$ cat config.mk
export PLATFORM = sky130hd
export DESIGN_NAME = mac_hash_filter
export DESIGN_NICKNAME = d
export VERILOG_FILES = /design/src/rtl/mhf_pkg.sv /design/src/rtl/mhf_hash_stage.sv /design/src/rtl/mhf_table.sv /design/src/rtl/mhf_entry_count.sv /design/src/rtl/mac_hash_filter.sv
export SDC_FILE = /design/constraint.sdc
export NUM_CORES = 1
export LEC_CHECK = 0
export BUFFER_PORTS_ARGS = -buffer_cell sky130_fd_sc_hd__buf_4
export CAP_MARGIN = 20
export CORE_MARGIN = 3
export CORE_UTILIZATION = 59
export CTS_CLUSTER_SIZE = 8
export DETAILED_ROUTE_END_ITERATION = 6
export GPL_TIMING_DRIVEN = 0
export PLACE_DENSITY = 0.9
export SLEW_MARGIN = 20
export SYNTH_ARGS = -nofsm -noshare
export SYNTH_HDL_FRONTEND = slang
export SYNTH_HIERARCHICAL = 1
export SYNTH_SLANG_ARGS = --single-unit
$ cat constraint.sdc
create_clock -name clk -period 3.2 [get_ports clk]
set_input_delay 0.32 -clock clk [delete_from_list [all_inputs] [get_ports clk]]
set_output_delay 0.32 -clock clk [all_outputs]
set_load 0.05 [all_outputs]
$ cat src/rtl/mhf_pkg.sv
package mhf_pkg;

  localparam logic [31:0] MHF_POLY_REFL = 32'hEDB8_8320;

  // Reflected CRC-32 over six address bytes, byte 0 first, LSB first.
  function automatic logic [31:0] mhf_crc_refl(input logic [47:0] addr);
    logic [31:0] c;
    c = '1;
    for (int k = 0; k < 6; k++) begin
      c = c ^ {24'd0, addr[8*k +: 8]};
      for (int b = 0; b < 8; b++) begin
        c = (c >> 1) ^ (c[0] ? MHF_POLY_REFL : 32'd0);
      end
    end
    return c;
  endfunction

  function automatic logic [31:0] mhf_rev32(input logic [31:0] x);
    logic [31:0] r;
    for (int i = 0; i < 32; i++) r[i] = x[31-i];
    return r;
  endfunction

  function automatic logic [31:0] mhf_hash(input logic [47:0] addr);
    return mhf_rev32(~mhf_crc_refl(addr));
  endfunction

  function automatic int mhf_shift(input int tbits);
    return 26 - tbits / 128;
  endfunction

  function automatic int mhf_row_w(input int tbits);
    return (tbits / 32 > 1) ? $clog2(tbits / 32) : 1;
  endfunction

endpackage

$ cat src/rtl/mhf_hash_stage.sv
module mhf_hash_stage
  import mhf_pkg::*;
#(
  parameter int TABLE_BITS = 64,
  parameter int ROW_W      = 1
) (
  input  logic             clk,
  input  logic             rst_n,
  input  logic             in_valid,
  input  logic [47:0]      in_addr,
  output logic             out_valid,
  output logic [ROW_W-1:0] out_row,
  output logic [4:0]       out_bit
);
  localparam int IDX_W = 5 + ROW_W;
  localparam int SHIFT = mhf_shift(TABLE_BITS);

  logic [31:0]      hash_now;
  logic [IDX_W-1:0] idx_now;

  assign hash_now = mhf_hash(in_addr);
  assign idx_now  = IDX_W'(hash_now >> SHIFT);

  always_ff @(posedge clk or negedge rst_n) begin
    if (!rst_n) begin
      out_valid <= 1'b0;
      out_row   <= '0;
      out_bit   <= '0;
    end else begin
      out_valid <= in_valid;
      if (in_valid) begin
        out_row <= idx_now[IDX_W-1:5];
        out_bit <= idx_now[4:0];
      end
    end
  end

endmodule

$ cat src/rtl/mhf_table.sv
module mhf_table #(
  parameter int TABLE_BITS = 64,
  parameter int ROW_W      = 1
) (
  input  logic             clk,
  input  logic             rst_n,
  input  logic             wr_en,
  input  logic             wr_set,
  input  logic [ROW_W-1:0] wr_row,
  input  logic [4:0]       wr_bit,
  input  logic             lk_en,
  input  logic [ROW_W-1:0] lk_row,
  input  logic [4:0]       lk_bit,
  output logic             lk_done,
  output logic             lk_hit,
  input  logic [ROW_W-1:0] rd_row,
  output logic [31:0]      rd_data
);
  logic [TABLE_BITS-1:0] tbl;
  logic [ROW_W+4:0]      wr_pos;
  logic [ROW_W+4:0]      lk_pos;

  assign wr_pos  = {wr_row, wr_bit};
  assign lk_pos  = {lk_row, lk_bit};
  assign rd_data = tbl[{rd_row, 5'd0} +: 32];

  always_ff @(posedge clk or negedge rst_n) begin
    if (!rst_n) begin
      tbl     <= '0;
      lk_done <= 1'b0;
      lk_hit  <= 1'b0;
    end else begin
      lk_done <= lk_en;
      lk_hit  <= lk_en & tbl[lk_pos];
      if (wr_en) tbl[wr_pos] <= wr_set;
    end
  end

  assert_set_lands_R3: assert property (@(posedge clk) disable iff (!rst_n)
    (wr_en && wr_set) |=> tbl[$past(wr_pos)]);

  assert_clear_lands_R4: assert property (@(posedge clk) disable iff (!rst_n)
    (wr_en && !wr_set) |=> !tbl[$past(wr_pos)]);

  assert_one_bit_change_R5: assert property (@(posedge clk) disable iff (!rst_n)
    $countones(tbl ^ $past(tbl)) <= 1);

  assert_idle_hold_R5: assert property (@(posedge clk) disable iff (!rst_n)
    !wr_en |=> $stable(tbl));

endmodule

$ cat src/rtl/mhf_entry_count.sv
module mhf_entry_count #(
  parameter int COUNT_W = 8
) (
  input  logic               clk,
  input  logic               rst_n,
  input  logic               inc,
  input  logic               dec,
  output logic [COUNT_W-1:0] count
);
  localparam logic [COUNT_W-1:0] CNT_MAX = '1;

  logic at_max;
  logic at_zero;

  assign at_max  = (count == CNT_MAX);
  assign at_zero = (count == '0);

  always_ff @(posedge clk or negedge rst_n) begin
    if (!rst_n) begin
      count <= '0;
    end else if (inc && !at_max) begin
      count <= count + 1'b1;
    end else if (dec && !at_zero) begin
      count <= count - 1'b1;
    end
  end

  assert_step_up_R6: assert property (@(posedge clk) disable iff (!rst_n)
    (inc && !at_max) |=> count == $past(count) + 1'b1);

  assert_step_down_R6: assert property (@(posedge clk) disable iff (!rst_n)
    (dec && !inc && !at_zero) |=> count == $past(count) - 1'b1);

  assert_no_wrap_top_R7: assert property (@(posedge clk) disable iff (!rst_n)
    (inc && at_max) |=> count == CNT_MAX);

  assert_no_wrap_bottom_R7: assert property (@(posedge clk) disable iff (!rst_n)
    (dec && !inc && at_zero) |=> count == '0);

endmodule

$ cat src/rtl/mac_hash_filter.sv
module mac_hash_filter
  import mhf_pkg::*;
#(
  parameter  int TABLE_BITS = 64,
  parameter  int COUNT_W    = 8,
  localparam int ROW_W      = mhf_row_w(TABLE_BITS)
) (
  input  logic               clk,
  input  logic               rst_n,
  input  logic               cmd_valid,
  input  logic               cmd_add,
  input  logic [47:0]        cmd_addr,
  input  logic               lk_valid,
  input  logic [47:0]        lk_addr,
  output logic               lk_done,
  output logic               lk_hit,
  input  logic [ROW_W-1:0]   rd_row,
  output logic [31:0]        rd_data,
  output logic [COUNT_W-1:0] entry_count
);
  logic             cmd_q_valid;
  logic             cmd_q_add;
  logic [ROW_W-1:0] cmd_q_row;
  logic [4:0]       cmd_q_bit;
  logic             lk_q_valid;
  logic [ROW_W-1:0] lk_q_row;
  logic [4:0]       lk_q_bit;
  logic             ev_install;
  logic             ev_withdraw;

  mhf_hash_stage #(.TABLE_BITS(TABLE_BITS), .ROW_W(ROW_W)) u_cmd_hash (
    .clk(clk), .rst_n(rst_n), .in_valid(cmd_valid), .in_addr(cmd_addr),
    .out_valid(cmd_q_valid), .out_row(cmd_q_row), .out_bit(cmd_q_bit)
  );

  mhf_hash_stage #(.TABLE_BITS(TABLE_BITS), .ROW_W(ROW_W)) u_lk_hash (
    .clk(clk), .rst_n(rst_n), .in_valid(lk_valid), .in_addr(lk_addr),
    .out_valid(lk_q_valid), .out_row(lk_q_row), .out_bit(lk_q_bit)
  );

  always_ff @(posedge clk or negedge rst_n) begin
    if (!rst_n)         cmd_q_add <= 1'b0;
    else if (cmd_valid) cmd_q_add <= cmd_add;
  end

  assign ev_install  = (TABLE_BITS != 0) && cmd_q_valid && cmd_q_add;
  assign ev_withdraw = (TABLE_BITS != 0) && cmd_q_valid && !cmd_q_add;

  mhf_entry_count #(.COUNT_W(COUNT_W)) u_count (
    .clk(clk), .rst_n(rst_n), .inc(ev_install), .dec(ev_withdraw),
    .count(entry_count)
  );

  generate
    if (TABLE_BITS == 0) begin : g_off
      logic done_q;
      always_ff @(posedge clk or negedge rst_n) begin
        if (!rst_n) done_q <= 1'b0;
        else        done_q <= lk_q_valid;
      end
      assign lk_done = done_q;
      assign lk_hit  = 1'b0;
      assign rd_data = '0;

      assert_off_quiet_R11: assert property (@(posedge clk) disable iff (!rst_n)
        !lk_hit && rd_data == '0 && entry_count == '0);
    end else begin : g_on
      mhf_table #(.TABLE_BITS(TABLE_BITS), .ROW_W(ROW_W)) u_table (
        .clk(clk), .rst_n(rst_n),
        .wr_en(cmd_q_valid), .wr_set(cmd_q_add),
        .wr_row(cmd_q_row), .wr_bit(cmd_q_bit),
        .lk_en(lk_q_valid), .lk_row(lk_q_row), .lk_bit(lk_q_bit),
        .lk_done(lk_done), .lk_hit(lk_hit),
        .rd_row(rd_row), .rd_data(rd_data)
      );
    end
  endgenerate

  assert_lookup_latency_R8: assert property (@(posedge clk) disable iff (!rst_n)
    lk_valid |-> ##2 lk_done);

  assert_hit_needs_done_R8: assert property (@(posedge clk) disable iff (!rst_n)
    lk_hit |-> lk_done);

  assert_reset_clear_R10: assert property (@(posedge clk)
    !rst_n |=> (entry_count == '0 && !lk_done && !lk_hit));

endmodule

==> Word-level counts from Yosys, hierarchy flattened <==
Index checks and enable logic that the tools add are counted.
Widths: inputs -> output; s select.
{ "totals": {"register_bits": 89, "wordCells": 242} }
{ "op_classes": {"bitwise_logic": 111, "shift": 1, "mux": 103, "n_eq_ne": 1, "order_cmp": 3, "reduce_logical": 10, "add_sub_neg": 2} }
{ "ops": {"columns": ["cell", "n"], "rows": [
  ["$mux 32", 44],
  ["$xor 31x32->32", 44],
  ["$mux 16", 8],
  ["$xor 32x8->32", 4],
  ["$mux 10", 12],
  ["$mux 28", 4],
  ["$mux 25", 4],
  ["$mux 22", 4],
  ["$bwmux 64", 1],
  ["$not 8->32", 2],
  ["$shiftx 64x7->32", 1],
  ["$mux 31", 2],
  ["$xor 31x31->31", 2],
  ["$mux 30", 2],
  ["$xor 30x30->30", 2],
  ["$xor 30x8->30", 2],
  ["$xor 29x29->29", 2],
  ["$xor 28x28->28", 2],
  ["$mux 27", 2],
  ["$xor 27x27->27", 2],
  ["$xor 26x26->26", 2],
  ["$xor 25x25->25", 2],
  ["$mux 24", 2],
  ["$xor 24x24->24", 2],
  ["39 further kinds", 77]
]} }

==> Longest topological paths before layout <==
Gate-level depths: netlist (run 1).
{ "depth": {"word_depth": 103, "ltp_mapped": 11, "ltp_nobuf": 10} }

==> By module <==
The synthesis (run 1) kept the hierarchy.
{ "modules_own_cells": {"columns": ["module", "area_each_um2", "instances", "cells_each"], "rows": [
  ["mhf_hash_stage", 2728.9, 2, 234],
  ["mhf_table", 3762.4, 1, 308],
  ["mhf_entry_count", 638.1, 1, 55],
  ["mac_hash_filter", 52.6, 1, 4]
]} }

==> Worst setup path before layout (run 1) <==
Ideal clock, no wire load.
{ "synth_timing": {"path_type": "input -> register", "from": "input port cmd_addr[6]", "to": "register u_cmd_hash.out_bit[0]", "slack_ns": -0.180, "required_time_ns": 3.075, "path_stages": 11, "arrival_time_ns": 3.254, "setup_ns": 0.125, "path_cell_list": "buf_6 xor3_1 xnor3_2 xnor3_2 xnor2_2 xnor2_1 xnor2_2 xnor3_1 xnor2_2 xnor2_1 mux2_4"} }
{ "synth_via": {"elab_chain_cells": 61, "elab_cells_between_ends": 78, "cone_classes": "mux (23); bitwise (55)"} }
{ "synth_rtl": {"columns": ["element", "line", "rtl"], "rows": [
  ["from (decl)", "mac_hash_filter.sv:12", "input logic [47:0] cmd_addr,"],
  ["$not 8->32 (no line) (*)", null, null],
  ["$xor 31x32->32 (*) (6 in a row)", "mhf_pkg.sv:12", "c = (c >> 1) ^ (c[0] ? MHF_POLY_REFL : 32'd0);"],
  ["$mux 32 (*)", "mhf_pkg.sv:12", null],
  ["$xor 31x32->32 (*) (2 in a row)", "mhf_pkg.sv:12", null],
  ["$xor 32x8->32 (*)", "mhf_pkg.sv:10", "c = c ^ {24'd0, addr[8*k +: 8]};"],
  ["$xor 31x32->32 (*) (4 in a row)", "mhf_pkg.sv:12", null],
  ["$mux 32 or $xor 31x32->32 (tied branches)", "mhf_pkg.sv:12", null],
  ["$xor 31x32->32 (*) (4 in a row)", "mhf_pkg.sv:12", null],
  ["[33 not listed]", null, null],
  ["$xor 11x11->11 (*)", "mhf_pkg.sv:12", null],
  ["$mux 10 or $xor 10x10->10 (tied branches)", "mhf_pkg.sv:12", null],
  ["$xor 10x10->10 (*)", "mhf_pkg.sv:12", null],
  ["$xor 9x9->9 (*)", "mhf_pkg.sv:12", null],
  ["$xor 8x8->8 (*)", "mhf_pkg.sv:12", null],
  ["$xor 7x7->7 (*)", "mhf_pkg.sv:12", null],
  ["$xor 6x6->6 (*)", "mhf_pkg.sv:12", null],
  ["$not 6->6 (*)", "mhf_pkg.sv:25", "return mhf_rev32(~mhf_crc_refl(addr));"],
  ["to (signal assigned)", "mhf_hash_stage.sv:33", "out_bit <= idx_now[4:0];"],
  ["to (decl)", "mhf_hash_stage.sv:13", "output logic [4:0] out_bit"]
]} }
Every way passes the cells marked *; elsewhere a longest branch is shown, timed or not.
A chain may end at the register's enable or synchronous reset.

==> Worst setup path after layout (run 1) <==
{ "layout_timing": {"from": "input port lk_addr[4]", "to": "register u_lk_hash.out_bit[0]"} }
{ "layout_via": {"elab_chain_cells": 62, "elab_cells_between_ends": 80, "cone_classes": "mux (25); bitwise (55)"} }
{ "layout_rtl": {"columns": ["element", "line", "rtl"], "rows": [
  ["from (decl)", "mac_hash_filter.sv:14", "input logic [47:0] lk_addr,"],
  ["$not 8->32 (no line) (*)", null, null],
  ["$xor 31x32->32 (*) (4 in a row)", "mhf_pkg.sv:12", null],
  ["$mux 32 (*)", "mhf_pkg.sv:12", null],
  ["$xor 31x32->32 (*) (4 in a row)", "mhf_pkg.sv:12", null],
  ["$xor 32x8->32 (*)", "mhf_pkg.sv:10", null],
  ["$xor 31x32->32 (*) (2 in a row)", "mhf_pkg.sv:12", null],
  ["$mux 32 or $xor 31x32->32 (tied branches)", "mhf_pkg.sv:12", null],
  ["$xor 31x32->32 (*) (6 in a row)", "mhf_pkg.sv:12", null],
  ["[34 not listed]", null, null],
  ["$xor 11x11->11 (*)", "mhf_pkg.sv:12", null],
  ["$mux 10 or $xor 10x10->10 (tied branches)", "mhf_pkg.sv:12", null],
  ["$xor 10x10->10 (*)", "mhf_pkg.sv:12", null],
  ["$xor 9x9->9 (*)", "mhf_pkg.sv:12", null],
  ["$xor 8x8->8 (*)", "mhf_pkg.sv:12", null],
  ["$xor 7x7->7 (*)", "mhf_pkg.sv:12", null],
  ["$xor 6x6->6 (*)", "mhf_pkg.sv:12", null],
  ["$not 6->6 (*)", "mhf_pkg.sv:25", null],
  ["to (signal assigned)", "mhf_hash_stage.sv:33", null],
  ["to (decl)", "mhf_hash_stage.sv:13", null]
]} }
Marked as above.

==> impl_metrics.yaml, run 1 <==
logic_synthesis:
  ys_async_sr_fraction: 1.000
  synth_top_flop_cell: "dfrtp_1"
  synthTopCellsByArea: "dfrtp_1 22%, xnor2_1 22%, mux2_2 11%"
  syn_inst: 835
  syn_area_per_cell_sq_um: 11.87
  synth.top_cell.area_share: 0.2247
  synth_top_family_by_area: "XOR/XNOR gates"
  synth_cell_types: 53
  synth_xor_area_frac: 0.4938
  synth_compound_gate_area_share: 0.02159
  synth-edff-count: 0
  ys_warn_count: 6
  ys_top_cells_by_count: "250 x xnor2_1, 97 x mux2_2, 89 x dfrtp_1, 78 x nor2_1, 69 x xor2_1"
  synth_nets: 944
  synth_mux_area_frac: 0.1689
  yosysMostFrequentCell: "xnor2_1"
  synth_fa_ha_area_frac: 0.009595
  synth-simple-area-share: 0.05214
  synth_area_sq_mm: 0.009911
  synth-seq-area-share: 0.2247
  yosysTopAreaCell: "dfrtp_1"
  ys_ff_latch: 89
clocking:
  clock_latency_ns: 0.34
  cts.sinks: 89
  clockBufferDepth: 2
  cts.clk_slew.worst_paths_ns: 0.06
  cts_made_buffers: 9
  cts_root_buf: "clkbuf_16"
  cts_tree: "done"
  cts.htree.levels: 3
sta:
  tightest_slew_ns: 0.8624
  fin_skew_ns: 0.005030
  fin_crit_ns: 3.179
  holdWs_ns: 0.03408
  min_period_over_period: 0.9933
  slew_violations: 0
  slew_headroom: 0.4209
  setup_viol: 0
  fmax_mhz: 314.6
  finalHoldViolCount: 0
route:
  drt_wl_total_mm: 24.14
  vias: 6775
  drt-pass1-iter-count: 6
  wl_per_cell_um: 19.88
  drtAntennaViolNets: 0
  viasPerCell: 5.581
  drtIter0Drc: 410
  drc: 0
worst_setup_path:
  cpMostUsedCell: "xnor2_1"
  crit_type: "in2reg"
  worst_path_largest_cell_delay_ns: 0.53
  r2r_start: "u_count/count[0]"
  r2r.worst_path.cells: 8
  critical_path_buf_inv_count: 1
  cp-start-kind: "primary input"
  r2r-end: "u_count/count[6]"
  crit_family: "XOR/XNOR gates"
  path_cells: "buf_6 -> xor3_2 -> xnor2_4 -> xnor2_1 -> xnor2_1 -> xnor3_2 -> xnor2_4 -> xnor3_1 -> xnor2_2 -> xnor2_1 -> mux2_4"
  cp-end-kind: "flop"
  required_ns: 3.42
  cp_max_fo: 6
  crit_path_top_delay_cell: "xnor3_2"
  rrSetupSlack_ns: 0.72
  crit_arrival_ns: 3.40
die:
  die_h_um: 135.6
  die_x_um: 135.6
  start_util: 0.6128
  ioPinCount: 144
  std_cell_rows: 46
  die_area_sq_mm: 0.01839
  core_sq_mm: 0.01617
outcome:
  outcome: "complete, no violations"
layout:
  fin_util: 0.7487
  diodes: 0
  area_growth_pct: 22.18
  nets: 1105
  fillCellCount: 1041
  drive_gt1_frac: 0.4078
global_routing:
  groute.usage.overall: 0.2484
  grt_pass1_vias: 6749
  overflow: 0
  grt_pass1_wl_mm: 35.49
  grt_max_degree: 90
  antenna_found_initial: 0
placement:
  hpwl_mm: 17.80
  globalplace.congestion: 0.8660
  portBuffers: 122
min_path:
  hold_path_class: "in2async"
run:
  drv_cap: 0
## worst reg2reg max path: stages, from the launching register on
cell	delay (ns)
dfrtp_1	0.53
nand4_2	0.19
o21ai_4	0.38
ha_1	0.37
a211oi_1	0.25
o21bai_1	0.12
a21oi_1	0.18
xnor2_1	0.08
mux2_4	0.25
## registers in the layout (all words and copies together), names as in the netlist, 5 cells and up
signal and flops:
u_lk_hash/out_bit 5, u_count/count 8, g_on.u_table/tbl 64, u_cmd_hash/out_bit 5
## stage by stage
step           TNS [ns]  std cells  instance area (sq um)  setup WS (ns)
2_1_floorplan  -0.07960        835                  10070       -0.03980
3_3_place_gp     -2.173       1173                  11260        -0.3903
3_5_place_dp     -3.177       1173                  11260        -0.4501
4_1_cts        -0.01677       1186                  11550       -0.01677
5_1_grt         -0.2411       1214                  12110       -0.08631
6_report              0       1214                  12110        0.02140
## layout by cell type (no fill, tap or decap), types with 18 or more instances in the layout
| cell type | count |
|---|---|
| xnor2_1 | 215 |
| buf_4 | 150 |
| mux2_2 | 97 |
| dfrtp_1 | 89 |
| nor2_1 | 78 |
| xor2_1 | 61 |
| xnor2_2 | 44 |
| xnor3_1 | 38 |
| clkbuf_1 | 19 |
| xnor3_2 | 18 |
## layer usage
metal | GRT usage | up-vias | share of wire | routed length (um)
met5 | 0 | - | 0 | 0
met1 | 0.3227 | 3346 | 0.40 | 9702
li1 | - | 3124 | - | -
met4 | 0.06943 | 0 | 0.027 | 642
met3 | 0.03418 | 50 | 0.052 | 1266
met2 | 0.4364 | 255 | 0.52 | 12530
## how the worst max path moves through the flow
| stage | from | to | cells after the start |
|---|---|---|---|
| 2_1_floorplan | cmd_addr[0] | u_cmd_hash/out_bit[0] | 11 |
| 3_3_place_gp | cmd_addr[11] | u_cmd_hash/out_bit[0] | 11 |
| 3_5_place_dp | lk_addr[7] | u_lk_hash/out_bit[0] | 11 |
| 4_1_cts | cmd_addr[5] | u_cmd_hash/out_bit[0] | 11 |
| 5_1_grt | lk_addr[4] | u_lk_hash/out_bit[0] | 11 |
| 6_report | lk_addr[4] | u_lk_hash/out_bit[0] | 11 |
## repair_timing
action                     CTS  global route
hold buffers                 0             0
setup endpoints to repair    2             8
resized for setup            6            55
buffers inserted             0            29
pin swaps                    0            37
## cells by family (layout without fill, tap and decap cells)
group	count (synthesis)	in the layout
and+or+nand+nor	115	115
adders and majority gates	7	7
xor gates and xnor gates	417	417
DFF	89	89
buffers and inverters	47	210
AOI/OAI and AO/OA	32	32
muxes	128	128
## final cells by class
| cell class | count | area, sq um | area share |
|---|---|---|---|
| Tap cell | 216 | 270.3 | 0.02232 |
| Timing Repair Buffer | 150 | 1146 | 0.09465 |
| Clock inverter | 1 | 30.03 | 0.002480 |
| Clock buffer | 12 | 236.5 | 0.01953 |
| Inverter | 1 | 3.754 | 0.0003100 |
| Multi-Input combinational cell | 699 | 7904 | 0.6527 |
| Sequential cell | 89 | 2227 | 0.1839 |
| Buffer | 46 | 291.5 | 0.02408 |
Power of run 1 is left out: the tool's default activity adds up to more than one toggle a clock period on the data nets, which glitch-free logic cannot reach.
==> inputs of run 2 (changes only) <==
--- a/config.mk
+++ b/config.mk
@@ -13,7 +13,6 @@
 export DETAILED_ROUTE_END_ITERATION = 6
 export GPL_TIMING_DRIVEN = 0
 export PLACE_DENSITY = 0.9
-export SLEW_MARGIN = 20
 export SYNTH_ARGS = -nofsm -noshare
 export SYNTH_HDL_FRONTEND = slang
 export SYNTH_HIERARCHICAL = 1
==> constraint.sdc (replaced) <==
create_clock -name clk -period 3.8 [get_ports clk]
set_input_delay 0.38 -clock clk [delete_from_list [all_inputs] [get_ports clk]]
set_output_delay 0.38 -clock clk [all_outputs]
set_load 0.05 [all_outputs]
==> run 2 against run 1 <==
  * Flip-flop and latch count did not move
  * First-iteration DRC count up 11%
  * Non-clock buffer count down 26
  * Global-route usage shrank 0.12 points
  * Clock skew rose by 0.00067 ns
  * Register-to-register slack better by 0.62 ns
  * Utilization shrank 4.2 points
  * Cell count is 2.0% lower
  * Hold slack improved by 0.14 ns
  * Via count is 3.7% lower
  * Count of clock-buffer cells in the layout up 1
  * Die area unchanged
  * Largest cell class unchanged
  * Highest routed layer unchanged
==> impl_metrics.yaml, run 2 (synthesis gave the netlist of run 1 again) <==
outcome:
  outcome: "complete, no violations"
layout:
  largest_reg_flops: 64
  final_common_cell: "xnor2_1"
  regMostFlops: "g_on.u_table/tbl"
  diodes: 0
  biggestRegsByFlops: "g_on.u_table/tbl (64), u_count/count (8)"
  drive_gt1_frac: 0.3306
  area_growth_pct: 15.26
  final_cells: 1190
  fin_util: 0.7063
  layout_common_cells: "250 x xnor2_1, 124 x buf_4, 97 x mux2_2"
  nets: 1079
global_routing:
  grt_busiest_layer: "met2"
  antenna_found_initial: 0
  global_route.usage.met3: 0.03195
  groute.usage.overall: 0.2472
  overflow: 0
  grt_pass1_vias: 6791
  use_met2: 0.4320
  grt_pass1_wl_mm: 35.62
  grt_max_degree: 90
  grt_use_met1: 0.3300
worst_setup_path:
  r2r_start: "u_count/count[0]"
  cp-end-kind: "flop"
  crit_arrival_ns: 3.60
  rrSetupSlack_ns: 1.34
  cp_max_fo: 4
  crit_type: "in2reg"
  r2r-end: "u_count/count[6]"
  required_ns: 4.00
  r2r.worst_path.cells: 8
  cp-start-kind: "primary input"
sta:
  rsz0062_at_grt: "no"
  finalHoldViolCount: 0
  fin_crit_ns: 3.397
  fin_skew_ns: 0.005702
  fmax_mhz: 294.4
  slew_headroom: 0.4101
  setup_tns_ns: 0
  min_period_over_period: 0.8940
  slew_violations: 0
  setup_viol: 0
  tightest_slew_ns: 0.8785
  holdWs_ns: 0.1737
route:
  drtAntennaViolNets: 0
  viasPerCell: 5.482
  drt-pass1-iter-count: 5
  vias: 6524
  wl_per_cell_um: 18.70
  drt_wl_total_mm: 22.25
  drc: 0
  drtIter0Drc: 457
clocking:
  cts_made_buffers: 9
  clock_latency_ns: 0.34
  cts.sinks: 89
  cts_root_buf: "clkbuf_16"
  cts_tree: "done"
  post_cts_buffers: 0
  clockBufferDepth: 2
  hold_buffers: 0
  cts.htree.levels: 3
  cts.clk_slew.worst_paths_ns: 0.06
  ctsResizeCount: 0
die:
  die_x_um: 135.6
  start_util: 0.6128
  ioPinCount: 144
  core_sq_mm: 0.01617
  die_h_um: 135.6
  std_cell_rows: 46
  die_area_sq_mm: 0.01839
min_path:
  min_from: "lk_valid"
  holdPathStages: 1
  hold_path_class: "in2reg"
  holdPathEnd: "u_lk_hash/out_valid"
run:
  drv_cap: 0
placement:
  portBuffers: 122
  placed_cells: 1173
  hpwl_mm: 17.58
  globalplace.congestion: 0.8816
-- run 2: cell count changes in the layout (fill, tap and decap cells not counted), sizes merged --
cell         previous run  this run
clkbuf                 30        33
buf                   178       149
clkinv                  0         1
dlygate4sd3             0         1
-- run 2: how the worst max path moves through the flow --
| stage | start | endpoint | slack, ns |
|---|---|---|---|
| 2_1_floorplan | cmd_addr[6] | u_cmd_hash/out_bit[0] | 0.36 |
| 3_3_place_gp | lk_addr[7] | u_lk_hash/out_bit[0] | 0.09 |
| 5_1_grt | lk_addr[11] | u_lk_hash/out_bit[3] | 0.21 |
| 4_1_cts | lk_addr[11] | u_lk_hash/out_bit[3] | 0.40 |
| 3_5_place_dp | lk_addr[11] | u_lk_hash/out_bit[3] | 0.05 |
| 6_report | lk_addr[11] | u_lk_hash/out_bit[3] | 0.40 |
-- run 2: per-stage QoR --
stage | setup slack, ns | cell area, sq um
2_1_floorplan | 0.3604 | 9911
3_3_place_gp | 0.09455 | 11100
3_5_place_dp | 0.05183 | 11100
4_1_cts | 0.3968 | 11390
5_1_grt | 0.2066 | 11420
6_report | 0.4028 | 11420
-- run 2: critical path: stages --
cell and delay [ns]:
clkbuf_1 0.25, xnor3_1 0.45, xor2_1 0.33, xnor3_1 0.46, xnor2_2 0.33, xnor3_1 0.39
xnor2_1 0.42, xnor2_1 0.19, xnor2_1 0.16, xnor2_1 0.15, a21oi_1 0.09
-- run 2: layout make-up --
| type | instances | area [sq um] |
|---|---|---|
| plain buffers | 46 | 286.5 |
| clock buffers | 13 | 250.2 |
| clock inverters | 2 | 38.79 |
| fillers | 1129 | 4750 |
| inverters | 1 | 3.754 |
| multi-input cells | 699 | 7393 |
| flip-flops and latches | 89 | 2227 |
| well taps | 216 | 270.3 |
| repair buffers | 124 | 953.4 |
-- run 2: layer usage --
metal | share of wire | up-vias
met5 | 0 | -
met4 | 0.015 | 0
met3 | 0.055 | 32
met2 | 0.50 | 238
met1 | 0.43 | 3191
li1 | - | 3063
Power of run 2 is left out for the same reason.
==> inputs of run 3 (changes only) <==
--- a/config.mk
+++ b/config.mk
@@ -5,14 +5,14 @@
 export SDC_FILE = /design/constraint.sdc
 export NUM_CORES = 1
 export LEC_CHECK = 0
-export BUFFER_PORTS_ARGS = -buffer_cell sky130_fd_sc_hd__buf_4
 export CAP_MARGIN = 20
 export CORE_MARGIN = 3
 export CORE_UTILIZATION = 59
 export CTS_CLUSTER_SIZE = 8
 export DETAILED_ROUTE_END_ITERATION = 6
+export DONT_BUFFER_PORTS = 1
 export GPL_TIMING_DRIVEN = 0
-export PLACE_DENSITY = 0.9
+export PLACE_DENSITY = 0.83
 export SYNTH_ARGS = -nofsm -noshare
 export SYNTH_HDL_FRONTEND = slang
 export SYNTH_HIERARCHICAL = 1
==> run 3 against run 2 <==
  * Clock skew is 0.0029 ns higher
  * Non-clock buffer count is 122 lower
  * Maximum frequency hardly changed
  * Utilization decreased by 5.7 points
  * Hold slack lost 0.12 ns
  * Final area shrank 8.1%
  * Die area stayed put
  * Cell count is 10% lower
  * Count of clock-buffer cells in the layout decreased by 4
  * Routed wire length decreased by 5.3%
  * Critical path depth did not move
  * First-iteration DRC count is 42% lower
  * Critical endpoint is now u_lk_hash/out_bit[0]
==> impl_metrics.yaml, run 3 (synthesis gave the netlist of run 1 again) <==
outcome:
  outcome: "complete, no violations"
worst_setup_path:
  cpMostUsedCell: "xnor2_2"
  rrSetupSlack_ns: 0.98
  worst_path_largest_cell_delay_ns: 0.50
  r2r-end: "u_count/count[6]"
  crit_type: "in2reg"
  r2r.worst_path.cells: 8
  crit_path_top_delay_cell: "xnor3_1"
  cp-start-kind: "primary input"
  required_ns: 4.03
  crit_arrival_ns: 3.62
  cp_max_fo: 8
  path_cells: "buf_4 -> xnor3_2 -> xnor2_2 -> xor2_1 -> xnor2_1 -> xnor3_1 -> xnor2_2 -> xnor3_1 -> xnor2_2 -> xnor2_1 -> mux2_4"
  r2r_start: "u_count/count[0]"
  cp-end-kind: "flop"
die:
  die_x_um: 135.6
  die_area_sq_mm: 0.01839
  start_util: 0.6128
  core_sq_mm: 0.01617
  ioPinCount: 144
  die_h_um: 135.6
  std_cell_rows: 46
global_routing:
  grt_pass1_vias: 6282
  groute.usage.overall: 0.2337
  grt_pass1_wl_mm: 33.44
  antenna_found_initial: 0
  overflow: 0
  grt_max_degree: 90
layout:
  biggestRegsByFlops: "g_on.u_table/tbl (64), u_count/count (8)"
  multiInputGateArea_sq_mm: 0.007393
  drive_gt1_frac: 0.2392
  nets: 957
  regMostFlops: "g_on.u_table/tbl"
  ff_latch_area_sq_mm: 0.002227
  fillCellCount: 1250
  final_cells: 1069
  layout_common_cells: "250 x xnor2_1, 97 x mux2_2, 89 x dfrtp_1"
  largest_reg_flops: 64
  diodes: 0
  area_growth_pct: 5.933
  final_common_cell: "xnor2_1"
  stdcell_area_sq_mm: 0.01050
sta:
  min_period_over_period: 0.8936
  finalHoldViolCount: 0
  holdWs_ns: 0.05805
  slew_headroom: 0.4174
  rsz0062_at_grt: "no"
  setup_viol: 0
  fin_crit_ns: 3.396
  slew_violations: 0
  fmax_mhz: 294.5
  tightest_slew_ns: 0.8677
  fin_skew_ns: 0.008599
  setup_tns_ns: 0
route:
  drtAntennaViolNets: 0
  viasPerCell: 5.599
  drc: 0
  vias: 5985
  drt_wl_total_mm: 21.07
  wl_per_cell_um: 19.71
  drtIter0Drc: 263
  drt-pass1-iter-count: 4
placement:
  portBuffers: 0
  globalplace.congestion: 0.8829
  hpwl_mm: 16.78
  placedInstanceArea_sq_mm: 0.01018
  placed_cells: 1051
min_path:
  min_from: "cmd_valid"
  holdPathEnd: "u_cmd_hash/out_valid"
  hold_path_class: "in2reg"
  holdPathStages: 0
clocking:
  cts.sinks: 89
  cts_tree: "done"
  clock_latency_ns: 0.35
  clockBufferDepth: 2
  post_cts_buffers: 0
  cts.clk_slew.worst_paths_ns: 0.07
  cts_made_buffers: 9
  cts_root_buf: "clkbuf_16"
  cts.htree.levels: 3
run:
  drv_cap: 0
## run 3: cell count changes in the layout (fill, tap and decap cells not counted), sizes merged
cell      change
buf         -122
clkbuf        -4
clkinv        +3
inv           +2
bufinv        -1
clkinvlp      +1
## run 3: routing by layer
layer | part of all wire | wire [um] | GRT usage
met1 | 0.43 | 9029 | 0.3167
met2 | 0.49 | 10230 | 0.3902
met3 | 0.072 | 1520 | 0.04421
met4 | 0.013 | 282 | 0.05767
met5 | 0 | 0 | 0
## run 3: metrics by stage
stage | util | worst slack, ns
floorplan | - | 0.3604
global placement | 0.6295 | 0.04314
detailed placement | 0.6295 | 0.03204
CTS | 0.6492 | 0.4011
global route | 0.6492 | 0.2672
finish | 0.6492 | 0.4043
## run 3: how the worst max path moves through the flow
stage / startpoint / to / slack, ns / cells after the start
finish: lk_addr[1] / u_lk_hash/out_bit[0] / 0.40 / 11
detailed placement: cmd_addr[7] / u_cmd_hash/out_bit[0] / 0.03 / 11
floorplan: cmd_addr[6] / u_cmd_hash/out_bit[0] / 0.36 / 11
CTS: lk_addr[1] / u_lk_hash/out_bit[0] / 0.40 / 11
global placement: cmd_addr[7] / u_cmd_hash/out_bit[0] / 0.04 / 11
global route: cmd_addr[7] / u_cmd_hash/out_bit[0] / 0.27 / 11
## run 3: cell type report
| cell class | count | share of cell area |
|---|---|---|
| tap | 216 | 0.02574 |
| multi-input combinational | 699 | 0.7042 |
| clock inverter | 7 | 0.005244 |
| inverter | 1 | 0.0003575 |
| timing repair buffer | 2 | 0.003575 |
| buffer | 46 | 0.02729 |
| clock buffer | 9 | 0.02145 |
| sequential | 89 | 0.2121 |
## run 3: critical path, delay by kind of cell
kind	cells	cell delay, ns
xor+xnor	9	2.80
buf+inv	1	0.17
mux	1	0.26
## run 3: what timing repair did
action,4_1_cts,5_1_grt
hold buffers,2,0
hold endpoints to repair,89,0
gates resized for setup,0,0
Power of run 3 is left out for the same reason.
